**src/rtl/tiny_mmu_pkg.sv**
```systemverilog
package tiny_mmu_pkg;
  parameter int VA_W  = 14;
  parameter int PA_W  = 12;
  parameter int OFF_W = 6;
  parameter int SETS  = 4;
  parameter int WAYS  = 4;

  localparam int VPN_W    = VA_W - OFF_W;
  localparam int PPN_W    = PA_W - OFF_W;
  localparam int IDX_W    = $clog2(SETS);
  localparam int TAG_W    = VPN_W - IDX_W;
  localparam int WAY_W    = $clog2(WAYS);
  localparam int PT_DEPTH = 1 << VPN_W;

  typedef enum logic {ST_IDLE, ST_WALK} mmu_state_e;
endpackage

```
**src/rtl/tiny_mmu_tlb.sv**
```systemverilog
module tiny_mmu_tlb
  import tiny_mmu_pkg::*;
(
  input  logic             clk_i,
  input  logic             rst_ni,
  input  logic             flush_i,
  input  logic [VPN_W-1:0] lk_vpn_i,
  output logic             lk_hit_o,
  output logic [PPN_W-1:0] lk_ppn_o,
  input  logic             fill_en_i,
  input  logic [VPN_W-1:0] fill_vpn_i,
  input  logic [PPN_W-1:0] fill_ppn_i
);
  logic [SETS-1:0][WAYS-1:0] vld_q;
  logic [TAG_W-1:0] tag_q [SETS][WAYS];
  logic [PPN_W-1:0] ppn_q [SETS][WAYS];
  logic [WAY_W-1:0] rr_q  [SETS];

  logic [IDX_W-1:0] lk_set, fill_set;
  logic [TAG_W-1:0] lk_tag, fill_tag;
  logic [WAYS-1:0]  way_hit;
  logic [WAY_W-1:0] victim;
  logic             has_free;

  assign lk_set   = lk_vpn_i[IDX_W-1:0];
  assign lk_tag   = lk_vpn_i[VPN_W-1:IDX_W];
  assign fill_set = fill_vpn_i[IDX_W-1:0];
  assign fill_tag = fill_vpn_i[VPN_W-1:IDX_W];

  for (genvar w = 0; w < WAYS; w++) begin : g_cmp
    assign way_hit[w] = vld_q[lk_set][w] && (tag_q[lk_set][w] == lk_tag);
  end

  assign lk_hit_o = |way_hit;

  always_comb begin
    lk_ppn_o = '0;
    for (int w = 0; w < WAYS; w++)
      if (way_hit[w]) lk_ppn_o = lk_ppn_o | ppn_q[lk_set][w];
  end

  // lowest free way wins, else the rotating pointer
  always_comb begin
    victim   = rr_q[fill_set];
    has_free = 1'b0;
    for (int w = WAYS - 1; w >= 0; w--) begin
      if (!vld_q[fill_set][w]) begin
        victim   = WAY_W'(w);
        has_free = 1'b1;
      end
    end
  end

  always_ff @(posedge clk_i or negedge rst_ni) begin
    if (!rst_ni)        vld_q <= '0;
    else if (flush_i)   vld_q <= '0;
    else if (fill_en_i) vld_q[fill_set][victim] <= 1'b1;
  end

  always_ff @(posedge clk_i or negedge rst_ni) begin
    if (!rst_ni) begin
      for (int s = 0; s < SETS; s++) rr_q[s] <= '0;
    end else if (fill_en_i && !has_free) begin
      rr_q[fill_set] <= rr_q[fill_set] + 1'b1;
    end
  end

  always_ff @(posedge clk_i) begin
    if (fill_en_i) begin
      tag_q[fill_set][victim] <= fill_tag;
      ppn_q[fill_set][victim] <= fill_ppn_i;
    end
  end
endmodule

```
**src/rtl/tiny_mmu_ptab.sv**
```systemverilog
module tiny_mmu_ptab
  import tiny_mmu_pkg::*;
(
  input  logic             clk_i,
  input  logic             rst_ni,
  input  logic             we_i,
  input  logic [VPN_W-1:0] wvpn_i,
  input  logic [PPN_W-1:0] wppn_i,
  input  logic             wvalid_i,
  input  logic [VPN_W-1:0] rvpn_i,
  output logic [PPN_W-1:0] rppn_o,
  output logic             rvalid_o
);
  logic [PT_DEPTH-1:0] vld_q;
  logic [PPN_W-1:0]    ppn_q [PT_DEPTH];

  always_ff @(posedge clk_i or negedge rst_ni) begin
    if (!rst_ni)   vld_q <= '0;
    else if (we_i) vld_q[wvpn_i] <= wvalid_i;
  end

  always_ff @(posedge clk_i) begin
    if (we_i) ppn_q[wvpn_i] <= wppn_i;
  end

  // combinational read: a same-cycle write is seen only after the edge
  assign rvalid_o = vld_q[rvpn_i];
  assign rppn_o   = ppn_q[rvpn_i];
endmodule

```
**src/rtl/tiny_mmu.sv**
```systemverilog
module tiny_mmu
  import tiny_mmu_pkg::*;
(
  input  logic            clk_i,
  input  logic            rst_ni,
  input  logic            flush_i,
  input  logic            req_valid_i,
  input  logic [VA_W-1:0] req_vaddr_i,
  output logic            ready_o,
  output logic            resp_valid_o,
  output logic            resp_hit_o,
  output logic            resp_fault_o,
  output logic [PA_W-1:0] resp_paddr_o,
  input  logic            pt_we_i,
  input  logic [VPN_W-1:0] pt_vpn_i,
  input  logic [PPN_W-1:0] pt_ppn_i,
  input  logic            pt_valid_i
);
  mmu_state_e       state_q;
  logic [VPN_W-1:0] pend_vpn_q;
  logic [OFF_W-1:0] pend_off_q;
  logic             resp_valid_q, resp_hit_q, resp_fault_q;
  logic [PA_W-1:0]  resp_paddr_q;

  logic [VPN_W-1:0] req_vpn;
  logic [OFF_W-1:0] req_off;
  logic             lk_hit, pt_valid, fill_en, accept, walking;
  logic [PPN_W-1:0] lk_ppn, pt_ppn;

  assign req_vpn = req_vaddr_i[VA_W-1:OFF_W];
  assign req_off = req_vaddr_i[OFF_W-1:0];
  assign walking = (state_q == ST_WALK);
  assign accept  = req_valid_i && !walking;
  assign fill_en = walking && pt_valid && !flush_i;

  tiny_mmu_tlb u_tlb (
    .clk_i      (clk_i),
    .rst_ni     (rst_ni),
    .flush_i    (flush_i),
    .lk_vpn_i   (req_vpn),
    .lk_hit_o   (lk_hit),
    .lk_ppn_o   (lk_ppn),
    .fill_en_i  (fill_en),
    .fill_vpn_i (pend_vpn_q),
    .fill_ppn_i (pt_ppn)
  );

  tiny_mmu_ptab u_ptab (
    .clk_i    (clk_i),
    .rst_ni   (rst_ni),
    .we_i     (pt_we_i),
    .wvpn_i   (pt_vpn_i),
    .wppn_i   (pt_ppn_i),
    .wvalid_i (pt_valid_i),
    .rvpn_i   (pend_vpn_q),
    .rppn_o   (pt_ppn),
    .rvalid_o (pt_valid)
  );

  always_ff @(posedge clk_i or negedge rst_ni) begin
    if (!rst_ni) begin
      state_q      <= ST_IDLE;
      pend_vpn_q   <= '0;
      pend_off_q   <= '0;
      resp_valid_q <= 1'b0;
      resp_hit_q   <= 1'b0;
      resp_fault_q <= 1'b0;
      resp_paddr_q <= '0;
    end else begin
      resp_valid_q <= 1'b0;
      if (walking) begin
        state_q      <= ST_IDLE;
        resp_valid_q <= 1'b1;
        resp_hit_q   <= 1'b0;
        resp_fault_q <= !pt_valid;
        resp_paddr_q <= pt_valid ? {pt_ppn, pend_off_q} : '0;
      end else if (accept) begin
        if (lk_hit) begin
          resp_valid_q <= 1'b1;
          resp_hit_q   <= 1'b1;
          resp_fault_q <= 1'b0;
          resp_paddr_q <= {lk_ppn, req_off};
        end else begin
          state_q    <= ST_WALK;
          pend_vpn_q <= req_vpn;
          pend_off_q <= req_off;
        end
      end
    end
  end

  assign ready_o      = !walking;
  assign resp_valid_o = resp_valid_q;
  assign resp_hit_o   = resp_hit_q;
  assign resp_fault_o = resp_fault_q;
  assign resp_paddr_o = resp_paddr_q;
endmodule

```
**config.mk**
```make
export PLATFORM = sky130hd
export DESIGN_NAME = tiny_mmu
export DESIGN_NICKNAME = d
export VERILOG_FILES = /design/src/rtl/tiny_mmu_pkg.sv /design/src/rtl/tiny_mmu_tlb.sv /design/src/rtl/tiny_mmu_ptab.sv /design/src/rtl/tiny_mmu.sv
export SDC_FILE = /design/constraint.sdc
export NUM_CORES = 2
export LEC_CHECK = 0
export BUFFER_PORTS_ARGS = -buffer_cell sky130_fd_sc_hd__buf_2
export CAP_MARGIN = 20
export CORE_MARGIN = 2
export CORE_UTILIZATION = 46
export CTS_BUF_LIST = sky130_fd_sc_hd__clkbuf_16
export DETAILED_ROUTE_END_ITERATION = 12
export PLACE_DENSITY = 0.6
export SETUP_SLACK_MARGIN = 0.3
export SLEW_MARGIN = 20
export SYNTH_ARGS = -nofsm -noshare
export SYNTH_HDL_FRONTEND = slang
export SYNTH_HIERARCHICAL = 1
export SYNTH_SLANG_ARGS = --single-unit
```
**constraint.sdc**
```tcl
create_clock -name clk_i -period 4.2 [get_ports clk_i]
set_clock_uncertainty 0.05 [all_clocks]
set_input_delay 1.26 -clock clk_i [delete_from_list [all_inputs] [get_ports clk_i]]
set_output_delay 1.26 -clock clk_i [all_outputs]
set_load 0.05 [all_outputs]
```
# --- After elaboration in Yosys (flattened, before gate mapping) ---
# Memory sizes are Yosys's and may differ from the RTL's.
# Cells that the tools add are included.
totals:
  reg_bits: 310
  latchBits: 0
  ram_bits: 1728
  romBits: 0
  input_bits: 34
  out_inout_bits: 16
  wordCells: 122
  mem_count: 3
memory_table:
  columns: ["memory", "words", "width", "read_ports", "rd_ports_with_merged_regs", "write_ports", "line", "source"]
  rows:
  - ["u_ptab.ppn_q", 256, 6, 1, 0, 1, "tiny_mmu_ptab.sv:15", "logic [PPN_W-1:0] ppn_q [PT_DEPTH];"]
  - ["u_tlb.ppn_q", 4, 24, 1, 0, 1, "tiny_mmu_tlb.sv:16", "logic [PPN_W-1:0] ppn_q [SETS][WAYS];"]
  - ["u_tlb.tag_q", 4, 24, 1, 0, 1, "tiny_mmu_tlb.sv:15", "logic [TAG_W-1:0] tag_q [SETS][WAYS];"]
op_classes:
  addsub: 1
  n_mul: 0
  n_div: 0
  n_lt_le_gt_ge: 12
  eq_ne: 4
  n_shift: 0
  mux: 55
  bitwise_logic: 8
  n_reduce_logical: 23
ops:
  columns: ["cell", "n"]
  rows:
  - ["256-bit bitwise mux", 1]
  - ["12-bit 2-to-1 mux", 4]
  - ["16-bit 2-to-1 mux", 2]
  - ["6-bit 2-to-1 mux", 5]
  - ["6-bit equality test", 4]
  - ["24-bit 2-to-1 mux", 1]
  - ["1-bit 2-to-1 mux", 22]
  - ["8-bit by 9-bit less-than comparator with 1-bit output (second input constant)", 2]
  - ["6-bit bitwise OR", 3]
  - ["4-bit binary-select mux with 2-bit select", 2]
  - ["16-bit bitwise OR", 1]
  - ["2-bit 2-to-1 mux", 7]
  - ["1-bit logical AND", 13]
  - ["6-bit demux with 2-bit select", 1]
  - ["4-bit 2-to-1 mux", 3]
  - ["2-bit by 3-bit less-than comparator with 1-bit output (second input constant)", 3]
  - ["1-bit binary-select mux with 8-bit select", 1]
  - ["8-bit bitwise mux", 1]
  - ["1-bit demux with 8-bit select", 1]
  - ["4-bit demux with 2-bit select", 1]
  - ["8-bit by 1-bit >= comparator with 1-bit output (second input constant)", 1]
  - ["3-bit >= comparator (second input constant)", 2]
  - ["3-bit by 1-bit less-than comparator with 1-bit output (second input constant)", 2]
  - ["2-bit NOT with 3-bit output", 2]
  - ["11 further kinds", 18]

# --- Logic depth before layout (Yosys ltp) ---
logic_depth:
  ltp_word: 17
  mapped_depth: 19
  ltp_nobuf: 12

# --- By module ---
# Netlist, hierarchy kept.
modules_own_cells:
  columns: ["mod", "n_inst", "cells_per_inst", "area_per_inst_um2", "seq_area_each_um2"]
  rows:
  - ["tiny_mmu_ptab", 1, 3659, 71771.3, 52530.4]
  - ["tiny_mmu_tlb", 1, 465, 8991.1, 6366.1]
  - ["tiny_mmu", 1, 112, 1407.6, 750.7]

# --- Worst setup path before layout ---
# Ideal clock, no wire load.
synth_timing:
  path_kind: "flip-flop to flip-flop"
  start: "register pend_vpn_q[2]"
  end: "memory u_tlb/ppn_q[3][18] (netlist name), enable pin"
  setup_ns: 0.382
  arrival_ns: 3.553
  required_ns: 3.768
  setup_slack_ns: 0.215
  path_stages_with_launch: 14
  n_path_buf: 4
  synth_period_minus_slack_ns: 3.985
  path_cell_list: "dfrtp_1 buf_2 buf_2 clkbuf_1 o21ai_0 o211a_1 a2111oi_2 nor3_1 nor4_2 clkbuf_1 nand2_1 nor2_1 nand3_1 nor2_1"
synth_between:
  elab_chain_cells: 6
synth_lines:
  columns: ["element", "line", "source"]
  rows:
  - ["start, declared", "tiny_mmu.sv:20", "logic [VPN_W-1:0] pend_vpn_q;"]
  - ["start signal, assigned", "tiny_mmu.sv:85", "pend_vpn_q <= req_vpn;"]
  - ["1-bit binary-select mux with 8-bit select", "tiny_mmu_ptab.sv:27", "assign rvalid_o = vld_q[rvpn_i];"]
  - ["1-bit 2-to-1 mux (not written as such)", "tiny_mmu_ptab.sv:27", null]
  - ["net pt_valid", "tiny_mmu.sv:27", "logic lk_hit, pt_valid, fill_en, accept, walking;"]
  - ["1-bit logical AND (2 in series)", "tiny_mmu.sv:34", "assign fill_en = walking && pt_valid && !flush_i;"]
  - ["net fill_en", "tiny_mmu.sv:27", null]
  - ["1-bit 2-to-1 mux", "tiny_mmu_tlb.sv:69", "if (fill_en_i) begin"]
  - ["24-bit 2-to-1 mux (not written as such)", "tiny_mmu_tlb.sv:71", "ppn_q[fill_set][victim] <= fill_ppn_i;"]
  - ["end, declared", "tiny_mmu_tlb.sv:16", null]
# The timed path passes the listed nets, and every way through them passes these cells. The select of a mux whose other input is x is not followed.

# --- Final worst setup path ---
layout_timing:
  start: "register pend_vpn_q[0]"
  end: "register u_tlb/rr_q[1] (netlist name)"
layout_between:
  elab_cells_between_ends: 23
  classes_between: "add/sub (1); order compare (2); mux (14); bitwise (1); reduce/logical (5)"
layout_rtl:
  columns: ["element", "line", "source"]
  rows:
  - ["1-bit binary-select mux with 8-bit select", "tiny_mmu_ptab.sv:27", null]
  - ["1-bit 2-to-1 mux (not written as such)", "tiny_mmu_ptab.sv:27", null]
  - ["net pt_valid", "tiny_mmu.sv:27", null]
  - ["1-bit logical AND (2 in series)", "tiny_mmu.sv:34", null]
  - ["net fill_en", "tiny_mmu.sv:27", null]
  - ["1-bit logical AND", "tiny_mmu_tlb.sv:63", "end else if (fill_en_i && !has_free) begin"]
  - ["end signal, assigned by index", "tiny_mmu_tlb.sv:64", "rr_q[fill_set] <= rr_q[fill_set] + 1'b1;"]
  - ["end, declared", "tiny_mmu_tlb.sv:17", "logic [WAY_W-1:0] rr_q [SETS];"]
# The timed path passes the listed nets, and every way through them passes these cells. The select of a mux whose other input is x is not followed.
# A chain may end at the register's enable or synchronous reset.

==> results.md <==
* GP Congestion at 0.839
* Setup-failing EPs final at 0
* Max-cap violations at 0
* Critical Path RT at 4.86 ns
* Fillers at 13800
* Share of cells above drive strength 1 at 35.3%
* GRT Util Overall at 22.8%
* Root Buffer: clkbuf_16
* Placed cell areas at 88800 µm²
* CP most frequent cell: buf_4
* Nets at 4858
* Synth Area in XOR/XNOR at 0.414%
* Antenna violations before repair at 11
* Sequential fraction of the synthesis area at 72.6%
* Synth Area in Adders at 0%
* Boundary pin count at 50
* DPL Wire Length at 132 mm
* Mux share of post-synthesis cell area at 18.1%
* Async set or reset register ratio after synthesis at 15.2%
* Sink Count at 2038
* Yosys warning count at 6
* P&R area growth vs syn at 17.2%
* Tmin final at 3.91 ns
* Slowest cell on crit path: mux4_2
* Die area at 182000 µm²
* Fin area at 96300 µm²
* Largest family of logic cells by synthesized area: multiplexers
* Global-route wire length before repair at 301 mm
* Buffers on Ports at 49
* Worst Setup End Kind: flip-flop
* Critical path arrival at 4.58 ns
* Initial Util at 46.2%
* Critical path, cell by cell: buf_12 > buf_16 > mux4_2 > a22o_1 > a221oi_4 > o22ai_2 > nor3_4 > buf_4 > nor4_4 > nand2_1 > nor2_4 > buf_4 > nand3_1 > nor2_2 > and3_1 > mux2_1
* Grt total ovfl at 0
* Multi-input gate area at 21200 µm²
* Vias in the first global route at 43400
* Crit-path max FO at 12
* Die H at 427 µm
* Critical path's largest stage delay at 0.51 ns
* Total CTS buffers at 204
* DR iter-0 viols at 4320
* Storage cell area at 59700 µm²
* Hold Fails Final Rpt at 0
* Largest net degree at the start of global routing at 112
* Final period utilization at 93.2%
* Die width at 427 µm
* Core ar. at 178000 µm²
* Routed wire length at 206 mm
* Status: completed
* Vias at 42700
* Leak Pwr at 33.8 nW
* Critical Path Start: pend_vpn_q[0]
* Commonest cells after routing, fill and taps aside: 1728 x edfxtp_1, 528 x buf_4, 418 x mux4_2
* Peak supply drop at 352 µV
* Post-DR vias/cell at 5.80
* Most used DFF post-synth: edfxtp_1
* Normalized max-slew margin at 32.2%
* RSZ-0062 raised after global routing: yes
* Final Worst Setup Slack at 0.286 ns
* DRT antenna net count at 0
* Synth Register Bits at 2038
* Util after Layout at 54.1%
* Simple-Gate Fraction of Synth Area at 3.47%
* Wire per inst at 28.0 µm
* Clk Latency, worst-skew pair at 0.84 ns
* Pins over their slew limit at 0
* DP Worst Slack at -0.433 ns
* Cells after synthesis at 4236
* Buffers from clock root to sink, at most at 3
* Std cell rows at 155
* Worst hold path class: in -> async
* H-Tree Depth at 4
* Power density over cell area at 482 nW/µm²
* Post-synth cell types at 77
* Reg-to-reg startpoint: pend_vpn_q[0]
* Mapped Avg Cell Area at 19.4 µm²
* Setup crit start kind: flip-flop
* CTS tree: built
* Synth Area in Compound Gates at 3.25%
* Post-Syn Nets at 4270
* Post-synth EDFFs at 1728
* Number of iterations in the first detailed-routing pass at 5
* Slew at the pin closest to its max-slew limit at 1.00 ns
* # DRC at 0
* Crit Path Class: reg -> reg
* Synth Cell Area at 82200 µm²
* Hold_ws at 0.393 ns
* FMAX at 0.256 GHz
* Clk slew on worst S/H paths at 0.06 ns
* Pwr Total at 0.0464 W
* Most common cell after layout, fill and taps aside: edfxtp_1
## synth_stat cells, drive strengths merged, types with 13 or more instances
cell type,number,area (µm²)
mux4,436,9890
o21ai,19,95.1
a31oi,13,81.3
inv,19,71.3
xor2,16,140
a21oi,47,235
a22oi,61,458
a2111oi,15,169
edfxtp,1728,51900
mux2i,176,1760
buf,128,1190
nor4,37,238
nand2,95,357
xnor2,22,200
a22o,14,123
o22ai,77,513
dfrtp,310,7760
a221oi,20,175
nand2b,14,87.6
mux2,279,3180
nor2b,21,131
nor2,328,1240
nand3,55,275
nor3,42,221
clkbuf,133,547
o2111ai,16,164
## final timing paths
check / endpoint / slack (ns) / cells after the start
max: u_tlb/rr_q[1] / 0.29 / 16
min: u_ptab/vld_q[58] / 0.39 / 1
max reg2reg: u_tlb/rr_q[1] / 0.29 / 16
min reg2reg: u_tlb/rr_q[0] / 0.42 / 1
max in group asynchronous: pend_vpn_q[4] / 2.74 / 2
min in group clk_i: u_tlb/rr_q[0] / 0.42 / 1
## per-layer routing
| layer | track usage (%) | routed length (µm) |
|---|---|---|
| met1 | 31.7 | 86600 |
| met3 | 4.17 | 13400 |
| met4 | 6.91 | 5610 |
| met2 | 37.0 | 101000 |
| met5 | 0 | 23 |
## critical path, delay by kind of cell, from the launching register on
kind / cells / cell delay (ns)
AND/OR/NAND/NOR: 7 / 0.92
multiplexers: 2 / 0.83
AO/OA/AOI/OAI: 3 / 0.76
buffers and inverters: 4 / 0.74
flip-flops: 1 / 0.46
## what timing repair did
item                                   CTS  global route
setup endpoints to repair              306           241
hold buffers                             0             0
pin swaps                                7             8
gates resized for setup                 49            37
buffers inserted                         8            16
endpoints found under the hold margin    0             0
cloned                                   4             0
## metrics by stage
step                      setup TNS, ns  cells
final                                 0   7367
after global routing                  0   7365
after CTS                             0   7346
after detailed placement         -58.48   6945
after global placement           -53.57   6945
after floorplan                       0   4236
## final cells by class
| cell class | instances | area share (%) |
|---|---|---|
| clock buffers | 206 | 5.35 |
| diodes | 5 | 0.0130 |
| clock inverters | 183 | 1.68 |
| inverters | 19 | 0.0741 |
| flip-flops and latches | 2038 | 62.0 |
| well taps | 2355 | 3.06 |
| multi-input cells | 1919 | 22.0 |
| repair buffers | 642 | 5.80 |
## cells by family (layout without fill, tap and decap cells)
| group | Yosys count | count (layout) |
|---|---|---|
| xor+xnor | 38 | 38 |
| buf+inv | 282 | 1050 |
| compound gates | 353 | 353 |
| flops | 2038 | 2038 |
| simple gates | 634 | 637 |
| other cells | 0 | 5 |
| mux | 891 | 891 |
## sequential cells by signal, indices dropped and copies added, names as in the netlist
register and flops:
state_q 1, u_tlb/ppn_q 96, u_ptab/vld_q 256, resp_paddr_o 12
resp_fault_o 1, pend_vpn_q 8, u_ptab/ppn_q 1536, pend_off_q 6
resp_hit_o 1, resp_valid_o 1, u_tlb/tag_q 96, u_tlb/rr_q 8
u_tlb/vld_q 16
## where the power goes
part,leakage (nW),switching (W),internal [W]
registers,19.7,0.000157,0.0223
clock network,3.49,0.00778,0.0104
logic,10.6,0.00334,0.00238
(Power assumes the default switching activity.)
